--- src/rtl/freq_pkg.sv ---
package freq_pkg;
  typedef struct packed {
    logic clearCnt;     // restart the event counter
    logic clearResult;  // drop the shown value and alarm
    logic countEn;      // window open, events may be counted
    logic latchResult;  // window closing, capture the count
  } ctrlStrobes_t;
endpackage

--- src/rtl/freq_edge_sync.sv ---
module freq_edge_sync #(
  parameter int STAGES = 2
) (
  input  logic clk,
  input  logic rst,
  input  logic asyncIn,
  output logic risePulse
);
  localparam int PIPE_W = STAGES + 1;

  logic [PIPE_W-1:0] pipe;

  always_ff @(posedge clk) begin
    if (rst) pipe <= '0;
    else     pipe <= {pipe[PIPE_W-2:0], asyncIn};
  end

  // newest synchronised sample high, previous one low
  assign risePulse = pipe[STAGES-1] & ~pipe[STAGES];
endmodule

--- src/rtl/freq_ctrl.sv ---
module freq_ctrl
  import freq_pkg::*;
(
  input  logic         clk,
  input  logic         rst,
  input  logic         start,
  input  logic         refPulse,
  output logic         gate,
  output logic         convertEn,
  output ctrlStrobes_t strobes
);
  logic endMeasure;
  logic stepWin;

  assign stepWin = refPulse & start;

  always_ff @(posedge clk) begin
    if (rst) endMeasure <= 1'b1;
    else     endMeasure <= 1'b0;
  end

  always_ff @(posedge clk) begin
    if (rst) begin
      gate      <= 1'b0;
      convertEn <= 1'b0;
    end else if (stepWin) begin
      gate      <= ~gate;
      convertEn <= gate;
    end
  end

  always_comb begin
    strobes.clearCnt    = endMeasure | (stepWin & ~gate);
    strobes.clearResult = endMeasure;
    strobes.latchResult = stepWin & gate;
    strobes.countEn     = gate & ~(stepWin & gate);
  end
endmodule

--- src/rtl/freq_datapath.sv ---
module freq_datapath
  import freq_pkg::*;
#(
  parameter int RES_W = 10
) (
  input  logic             clk,
  input  logic             rst,
  input  ctrlStrobes_t     strobes,
  input  logic             testPulse,
  output logic [RES_W-1:0] count,
  output logic             alarm
);
  localparam int CNT_W = RES_W + 1;

  logic [CNT_W-1:0] evCnt;
  logic             ovf;

  assign ovf = evCnt[CNT_W-1];

  // top bit saturates: once set it stays until the next clear
  always_ff @(posedge clk) begin
    if (rst)                                       evCnt <= '0;
    else if (strobes.clearCnt)                     evCnt <= '0;
    else if (strobes.countEn && testPulse && !ovf) evCnt <= evCnt + 1'b1;
  end

  always_ff @(posedge clk) begin
    if (rst || strobes.clearResult) begin
      count <= '0;
      alarm <= 1'b0;
    end else if (strobes.latchResult) begin
      alarm <= ovf;
      count <= ovf ? '0 : evCnt[RES_W-1:0];
    end
  end
endmodule

--- src/rtl/freq_meter.sv ---
module freq_meter
  import freq_pkg::*;
#(
  parameter int RES_W       = 10,
  parameter int SYNC_STAGES = 2
) (
  input  logic             clk,
  input  logic             rst,
  input  logic             start,
  input  logic             testIn,
  input  logic             refIn,
  output logic [RES_W-1:0] count,
  output logic             alarm,
  output logic             gate,
  output logic             convertEn
);
  localparam int N_IN = 2;

  logic [N_IN-1:0] rawIn;
  logic [N_IN-1:0] pulses;
  ctrlStrobes_t    strobes;

  assign rawIn = {refIn, testIn};

  generate
    for (genvar i = 0; i < N_IN; i++) begin : g_sync
      freq_edge_sync #(.STAGES(SYNC_STAGES)) u_sync (
        .clk      (clk),
        .rst      (rst),
        .asyncIn  (rawIn[i]),
        .risePulse(pulses[i])
      );
    end
  endgenerate

  freq_ctrl u_ctrl (
    .clk      (clk),
    .rst      (rst),
    .start    (start),
    .refPulse (pulses[1]),
    .gate     (gate),
    .convertEn(convertEn),
    .strobes  (strobes)
  );

  freq_datapath #(.RES_W(RES_W)) u_dp (
    .clk      (clk),
    .rst      (rst),
    .strobes  (strobes),
    .testPulse(pulses[0]),
    .count    (count),
    .alarm    (alarm)
  );
endmodule

--- config.mk ---
export PLATFORM = sky130hd
export DESIGN_NAME = freq_meter
export DESIGN_NICKNAME = d
export VERILOG_FILES = /design/src/rtl/freq_pkg.sv /design/src/rtl/freq_edge_sync.sv /design/src/rtl/freq_ctrl.sv /design/src/rtl/freq_datapath.sv /design/src/rtl/freq_meter.sv
export SDC_FILE = /design/constraint.sdc
export NUM_CORES = 1
export LEC_CHECK = 0
export ABC_AREA = 1
export BUFFER_PORTS_ARGS = -buffer_cell sky130_fd_sc_hd__buf_2
export CORE_UTILIZATION = 55
export CTS_BUF_LIST = sky130_fd_sc_hd__clkbuf_16
export DETAILED_ROUTE_END_ITERATION = 12
export PLACE_DENSITY_LB_ADDON = 0.08
export SKIP_LAST_GASP = 1
export SLEW_MARGIN = 20
export SYNTH_ARGS = -nofsm -noshare
export SYNTH_HDL_FRONTEND = slang
export SYNTH_SLANG_ARGS = --single-unit
--- constraint.sdc ---
create_clock -name clk -period 1.3 [get_ports clk]
set_input_delay 0.195 -clock clk [delete_from_list [all_inputs] [get_ports clk]]
set_output_delay 0.195 -clock clk [all_outputs]
set_load 0.02 [all_outputs]
==> results of run 1 <==
==> cells in the mapped netlist, drive strengths merged <==
library cell / instances
o21ai: 2
xor2: 1
inv: 23
nand3: 9
buf: 5
clkbuf: 2
nand4: 2
o21bai: 1
a21oi: 19
dfxtp: 31
nand2: 58
ha: 1
nor2: 26
nor3b: 1
a211oi: 1
nor3: 1
==> cell families (layout without fill, tap and decap cells) <==
| kind of cell | count (synthesis) | in the layout | share of synthesized area |
|---|---|---|---|
| XOR/XNOR | 1 | 1 | 0.006700 |
| buffers and inverters | 30 | 54 | 0.1052 |
| adder cells (fa/ha/maj) | 1 | 1 | 0.009568 |
| flip-flops | 31 | 31 | 0.4746 |
| AO/OA/AOI/OAI | 23 | 23 | 0.09187 |
| AND/OR/NAND/NOR | 97 | 97 | 0.3120 |
==> power by group through the flow <==
stage                     Combinational (mW)  Clock [mW]  Sequential [mW]
after floorplan                       0.0342           0            0.987
after global placement                0.0519           0            0.986
after detailed placement              0.0535           0            0.987
after CTS                             0.0537        1.07            0.968
after global routing                  0.0626        1.10            0.967
final                                 0.0548        1.05            0.966
==> area by class of cell <==
cell class | count | area (µm²) | area share
clock buffer | 5 | 125.1 | 0.07825
clock inverter | 2 | 8.758 | 0.005477
inverter | 23 | 86.33 | 0.05399
multi-input combinational | 122 | 566.8 | 0.3545
sequential | 31 | 626.9 | 0.3920
tap | 28 | 35.03 | 0.02191
timing repair buffer | 24 | 150.1 | 0.09390
==> state kept, by name, indices dropped and copies added, names as in the netlist <==
signal / flops
g_sync.u_sync.pipe: 6
u_ctrl.convertEn: 1
u_ctrl.endMeasure: 1
u_ctrl.gate: 1
u_dp.alarm: 1
u_dp.count: 10
u_dp.evCnt: 11
==> routing by layer <==
| layer | wire (µm) | vias to the layer above | track usage |
|---|---|---|---|
| li1 | - | 612 | - |
| met1 | 1255 | 536 | 0.2528 |
| met2 | 1295 | 25 | 0.3689 |
| met3 | 79 | 9 | 0.05455 |
| met4 | 65 | 0 | 0.1111 |
| met5 | 0 | - | 0 |
==> final timing paths <==
kind	startpoint	to	slack (ps)
worst max-delay path	u_dp.evCnt[6]	u_dp.evCnt[10]	70
worst max register to register	u_dp.evCnt[6]	u_dp.evCnt[10]	70
worst min-delay path	refIn	g_sync[1].u_sync.pipe[0]	130
worst min register to register	g_sync[1].u_sync.pipe[0]	g_sync[1].u_sync.pipe[1]	400
==> what timing repair did <==
item,in CTS,in global routing
buffers inserted,0,1
endpoints found under the setup margin,0,10
gates resized for setup,0,8
==> critical path: stages, from the launching register on <==
cell and delay, ps:
dfxtp_1 420, nand2_1 120, nor2_1 160, nand3_1 130
o21bai_1 200, nand2_1 90, inv_1 60
==> metrics, run 1 <==
most frequent cells in the layout nand2_1, dfxtp_1, nor2_1, inv_1, a21oi_1; Worst Setup Path Type reg -> reg; vias in the first global route 1016; clk_lat worst skew 270 ps; cell area after layout 1599 µm²; # diodes 0; register area share after synthesis 0.4746; worst setup margin 65.10 ps; worst-margin pin slew 317.1 ps; Row Count 17; DP Area 1421 µm²; Placed Cells 227; Post-Layout Cell Count 235; DR WL/cell 11.47 µm; clk buf depth 2; PwrDens 1297 nW/µm²; status finished clean; Syn Std Cell Area 1308 µm²; r2r worst-path depth 6; Hold Crit Class in -> reg; DRC viols 0; I/O pin total 18; max_cap viols 0; Antenna Nets Post-Route 0; Syn Nets 189; Power, Total 2.075 mW; total track usage 0.2181; crit end category flip-flop; IO buf count 17; initial core utilization 0.5854; Clk Tree Root Cell clkbuf_16; hold path cells 3; Routed WL 2695 µm; synthesis warning total 0; # H-tree levels 2; Setup-failing EPs final 0; CTS tree built; gp weighted congestion 0.7972; first-pass GRT wire length 4133 µm; internal power 1.665 mW; Comb power frac 0.026; Worst slew margin 0.7884; Nets 213; Lkg Pwr 0.6556 nW; proportion of layout cells with a drive suffix above 1 0.2077; CTS clock-pin slew for the worst setup and hold paths 50 ps; Fmax 0.8098 GHz; fin crit share 0.9499; final hold vios 0; top cells by area, synth dfxtp_1, nand2_1, a21oi_1; Synth Area per Inst 7.145 µm²; Synth Instances 183; grt total ovfl 0; Critical Path RT 1520 ps; commonest non-fill, non-tap cell in the layout nand2_1; routed via count 1182; RSZ-0062 raised after global routing yes; critical path data arrival time 1450 ps; # fillers 193; initial antenna violation count 0; switching share of power 0.1974; Post-CTS Hold Buffers 0; critical path peak fanout 6; Pins Over Slew Limit 0; hold_ws 127.9 ps; nature of the critical path startpoint flip-flop; Die ar. 2576 µm²; Die Height 50.76 µm; Starting DRT DRC Count 24; Seq cells post-synth 31; setup TNS 0 ps; clock network power share 0.508; top cell type's share of synthesized area 0.4746; Final Core Density 0.7160; DIE WIDTH 50.76 µm; Vias/cell 5.030; hpwl dp 1802 µm; Peak VDD IR 1303 µV; drt pass-1 iters 4; CTS buffer count 5; largest area contributor in the netlist dfxtp_1; NetSw 409.5 µW; clock sink count 31; P&R area growth vs syn 22.30%; largest net degree at the start of global routing 16; fin crit period 1235 ps; Core Footprint 2233 µm²; Flop pwr share 0.466; pre-CTS WS 34.11 ps; Synth cell types 23; clk_skew 3.493 ps
Power figures use the tool's default switching activity.
==> run 2, diff against run 1 <==
--- a/config.mk
+++ b/config.mk
@@ -5,9 +5,8 @@
 export SDC_FILE = /design/constraint.sdc
 export NUM_CORES = 1
 export LEC_CHECK = 0
-export ABC_AREA = 1
 export BUFFER_PORTS_ARGS = -buffer_cell sky130_fd_sc_hd__buf_2
-export CORE_UTILIZATION = 55
+export CORE_UTILIZATION = 54
 export CTS_BUF_LIST = sky130_fd_sc_hd__clkbuf_16
 export DETAILED_ROUTE_END_ITERATION = 12
 export PLACE_DENSITY_LB_ADDON = 0.08
==> run 2 against run 1 <==
  * The flow now finishes with violations (negative setup slack)
  * Highest routed layer unchanged
  * Die area shrank 6.8%
  * Sequential share of layout area fell by 0.60 points
  * Flip-flop and latch count stayed put
  * Critical path depth fell by 2
  * Cell area grew 1.6%
  * Total power increased by 0.20%
  * Largest power group unchanged
  * Clock-buffer cell count unchanged
  * Core utilization increased by 8.7 points
  * First-iteration DRC count up 13%
  * Sequential power about the same
==> metrics, run 2 <==
Pins Over Slew Limit 0 (unchanged); commonest non-fill, non-tap cell in the layout dfxtp_1 (was nand2_1); fin crit period 1322 ps (was 1235 ps); IO buf count 17 (unchanged); hold path cells 2 (was 3); Routed WL 2796 µm (was 2695 µm); crit end category flip-flop (unchanged); Lkg Pwr 0.6491 nW (was 0.6556 nW); worst setup margin -22.19 ps (was 65.10 ps); gp weighted congestion 0.8650 (was 0.7972); register area share after synthesis 0.5205 (was 0.4746); Die ar. 2400 µm² (was 2576 µm²); most frequent cell after synthesis dfxtp_1 (was nand2_1); Peak VDD IR 1079 µV (was 1303 µV); Nets 168 (was 213); failing checks negative setup slack; largest net degree at the start of global routing 17 (was 16); DRC viols 0 (unchanged); CTS buffer count 5 (unchanged); Critical Path RT 1510 ps (was 1520 ps); setup TNS -54.64 ps (was 0 ps); P&R area growth vs syn 36.20% (was 22.30%); Syn Nets 133 (was 189); hold_ws 133.2 ps (was 127.9 ps); Worst slew margin 0.8423 (was 0.7884); total track usage 0.2570 (was 0.2181); Reg with most FFs u_dp.evCnt (unchanged); Row Count 16 (was 17); Antenna Nets Post-Route 0 (unchanged); grt total ovfl 0 (unchanged); # diodes 0 (unchanged); nature of the critical path startpoint flip-flop (unchanged); PwrDens 1280 nW/µm² (was 1297 nW/µm²); delay-heaviest family, CP simple AND/OR/NAND/NOR gates (unchanged); CTS tree built (unchanged); max FFs per register 11 (unchanged); Die Height 48.99 µm (was 50.76 µm); worst hold start refIn (unchanged); largest area contributor in the netlist dfxtp_1 (unchanged); clk_skew 1.570 ps (was 3.493 ps); setup slack, reg-to-reg -20 ps (was 70 ps); I/O pin total 18 (unchanged); Starting DRT DRC Count 27 (was 24); clk buf depth 2 (unchanged); pre-CTS WS -24.10 ps (was 34.11 ps); start of the worst register-to-register path g_sync[0].u_sync.pipe[2] (was u_dp.evCnt[6]); hpwl dp 1813 µm (was 1802 µm); status finished, violations left (was finished clean); clock sink count 31 (unchanged); Syn Std Cell Area 1192 µm² (was 1308 µm²); register area 626.9 µm² (unchanged); Vias/cell 5.524 (was 5.030); Hold Crit Class in -> reg (unchanged); clk_lat worst skew 270 ps (about the same); Synth Area per Inst 9.389 µm² (was 7.145 µm²); Seq cells post-synth 31 (unchanged); RSZ-0062 raised after global routing yes (unchanged); Synth Instances 127 (was 183); routed via count 1044 (was 1182); Fmax 0.7563 GHz (was 0.8098 GHz); # H-tree levels 2 (unchanged); DIE WIDTH 48.99 µm (was 50.76 µm); # fillers 126 (was 193); multi-input logic area 604.3 µm² (was 566.8 µm²); CTS clock-pin slew for the worst setup and hold paths 50 ps (about the same); critical path data arrival time 1530 ps (was 1450 ps); initial core utilization 0.5897 (was 0.5854); most frequent cells in the layout dfxtp_1, nor2_1, buf_2, buf_4, a21oi_1 (was nand2_1, dfxtp_1, nor2_1, inv_1, a21oi_1); r2r worst-path depth 4 (was 6); drt pass-1 iters 4 (unchanged); CP Depth 4 (was 6); Setup-failing EPs final 3 (was 0); worst-margin pin slew 234.1 ps (was 317.1 ps); initial antenna violation count 0 (unchanged); top cells by area, synth dfxtp_1, a21oi_1, nor3b_1 (was dfxtp_1, nand2_1, a21oi_1); Hold EP g_sync[1].u_sync.pipe[0] (unchanged); vias in the first global route 1034 (was 1016); max incr delay on CP 430 ps (was 420 ps); max_cap viols 0 (unchanged); biggest regs u_dp.evCnt (11), u_dp.count (10), g_sync.u_sync.pipe (6) (unchanged); RR Endpoint u_dp.evCnt[5] (was u_dp.evCnt[10]); fin crit share 1.017 (was 0.9499); top cell type's share of synthesized area 0.5205 (was 0.4746); CP Cell Sequence and4bb_4, nand3_4, or4_4, nand2_2 (was nand2_1, nor2_1, nand3_1, o21bai_1, nand2_1, inv_1); Synth cell types 28 (was 23); synthesis warning total 0 (unchanged); Worst Setup Path Type reg -> reg (unchanged); Post-CTS Hold Buffers 0 (unchanged); Synth async-reset ratio 0 (unchanged); proportion of layout cells with a drive suffix above 1 0.3519 (was 0.2077); CP bufs+invs 0 (was 1); Post-synth EDFFs 0 (unchanged); Clk Tree Root Cell clkbuf_16 (unchanged); final hold vios 0 (unchanged); Post-synth top cells dfxtp_1, nor2_1, a21oi_1 (was nand2_1, dfxtp_1, nor2_1); Core Footprint 2022 µm² (was 2233 µm²); slowest CP cell or4_4 (was dfxtp_1); Final Core Density 0.8032 (was 0.7160); DR WL/cell 14.79 µm (was 11.47 µm); top_reg_cell synth dfxtp_1 (unchanged); critical path peak fanout 6 (unchanged); first-pass GRT wire length 4540 µm (was 4133 µm)
-- run 2: cell types whose count changed in the layout (fill, tap and decap cells not counted), moves of 6 or more --
cell | before | now
a21oi_1 | 19 | 12
buf_4 | 6 | 14
inv_1 | 22 | 1
nand2_1 | 56 | 6
nor2_1 | 23 | 17
nor2b_1 | 0 | 6
nor3b_1 | 0 | 9
-- run 2: layer usage --
layer	routed length, µm	up-vias	GRT usage
met5	0	-	0
met4	81	0	0.1716
met3	140	9	0.06854
li1	-	514	-
met2	1267	35	0.4097
met1	1306	486	0.3018
-- run 2: per-stage QoR --
stage,instances,total power [mW],cell area [µm²]
detailed placement,181,1.045,1425
CTS,189,2.097,1585
finish,189,2.079,1624
global route,189,2.146,1624
global placement,181,1.042,1425
floorplan,127,1.015,1201
-- run 2: power by group --
| group | leakage [nW] | internal, mW | total, mW | switching [mW] |
|---|---|---|---|---|
| registers | 0.253 | 0.962 | 0.968 | 0.00589 |
| clock network | 0.0671 | 0.684 | 1.05 | 0.363 |
| logic | 0.329 | 0.0284 | 0.0640 | 0.0356 |
| total | 0.649 | 1.67 | 2.08 | 0.404 |
-- run 2: what timing repair did --
item,4_1_cts,5_1_grt
resized for setup,4,11
endpoints found under the setup margin,5,10
setup buffers,1,0
pin swaps,6,4
-- run 2: how the worst max path moves through the flow --
stage / startpoint / endpoint / slack (ps)
6_report: g_sync[0].u_sync.pipe[2] / u_dp.evCnt[5] / -20
5_1_grt: g_sync[0].u_sync.pipe[2] / u_dp.evCnt[5] / -60
4_1_cts: u_dp.evCnt[10] / u_dp.evCnt[8] / -20
3_5_place_dp: u_dp.evCnt[5] / u_dp.evCnt[9] / -20
3_3_place_gp: g_sync[0].u_sync.pipe[2] / u_dp.evCnt[5] / 30
2_1_floorplan: u_ctrl.gate / u_dp.evCnt[5] / -10
-- run 2: area by class of cell --
cell class / count / share of cell area
tap: 27 / 0.02080
clock inverter: 2 / 0.005393
clock buffer: 5 / 0.07704
multi-input combinational: 90 / 0.3721
sequential: 31 / 0.3860
inverter: 1 / 0.002311
timing repair buffer: 33 / 0.1364
-- run 2: kinds of logic (layout without fill, tap and decap cells) --
family | after synthesis | count (layout) | synth area share
compound gates | 23 | 23 | 0.1081
xor+xnor | 5 | 5 | 0.03672
fa+ha+maj | 1 | 1 | 0.01049
buf+inv | 6 | 41 | 0.01993
flops | 31 | 31 | 0.5205
mux | 1 | 1 | 0.008395
simple gates | 60 | 60 | 0.2959
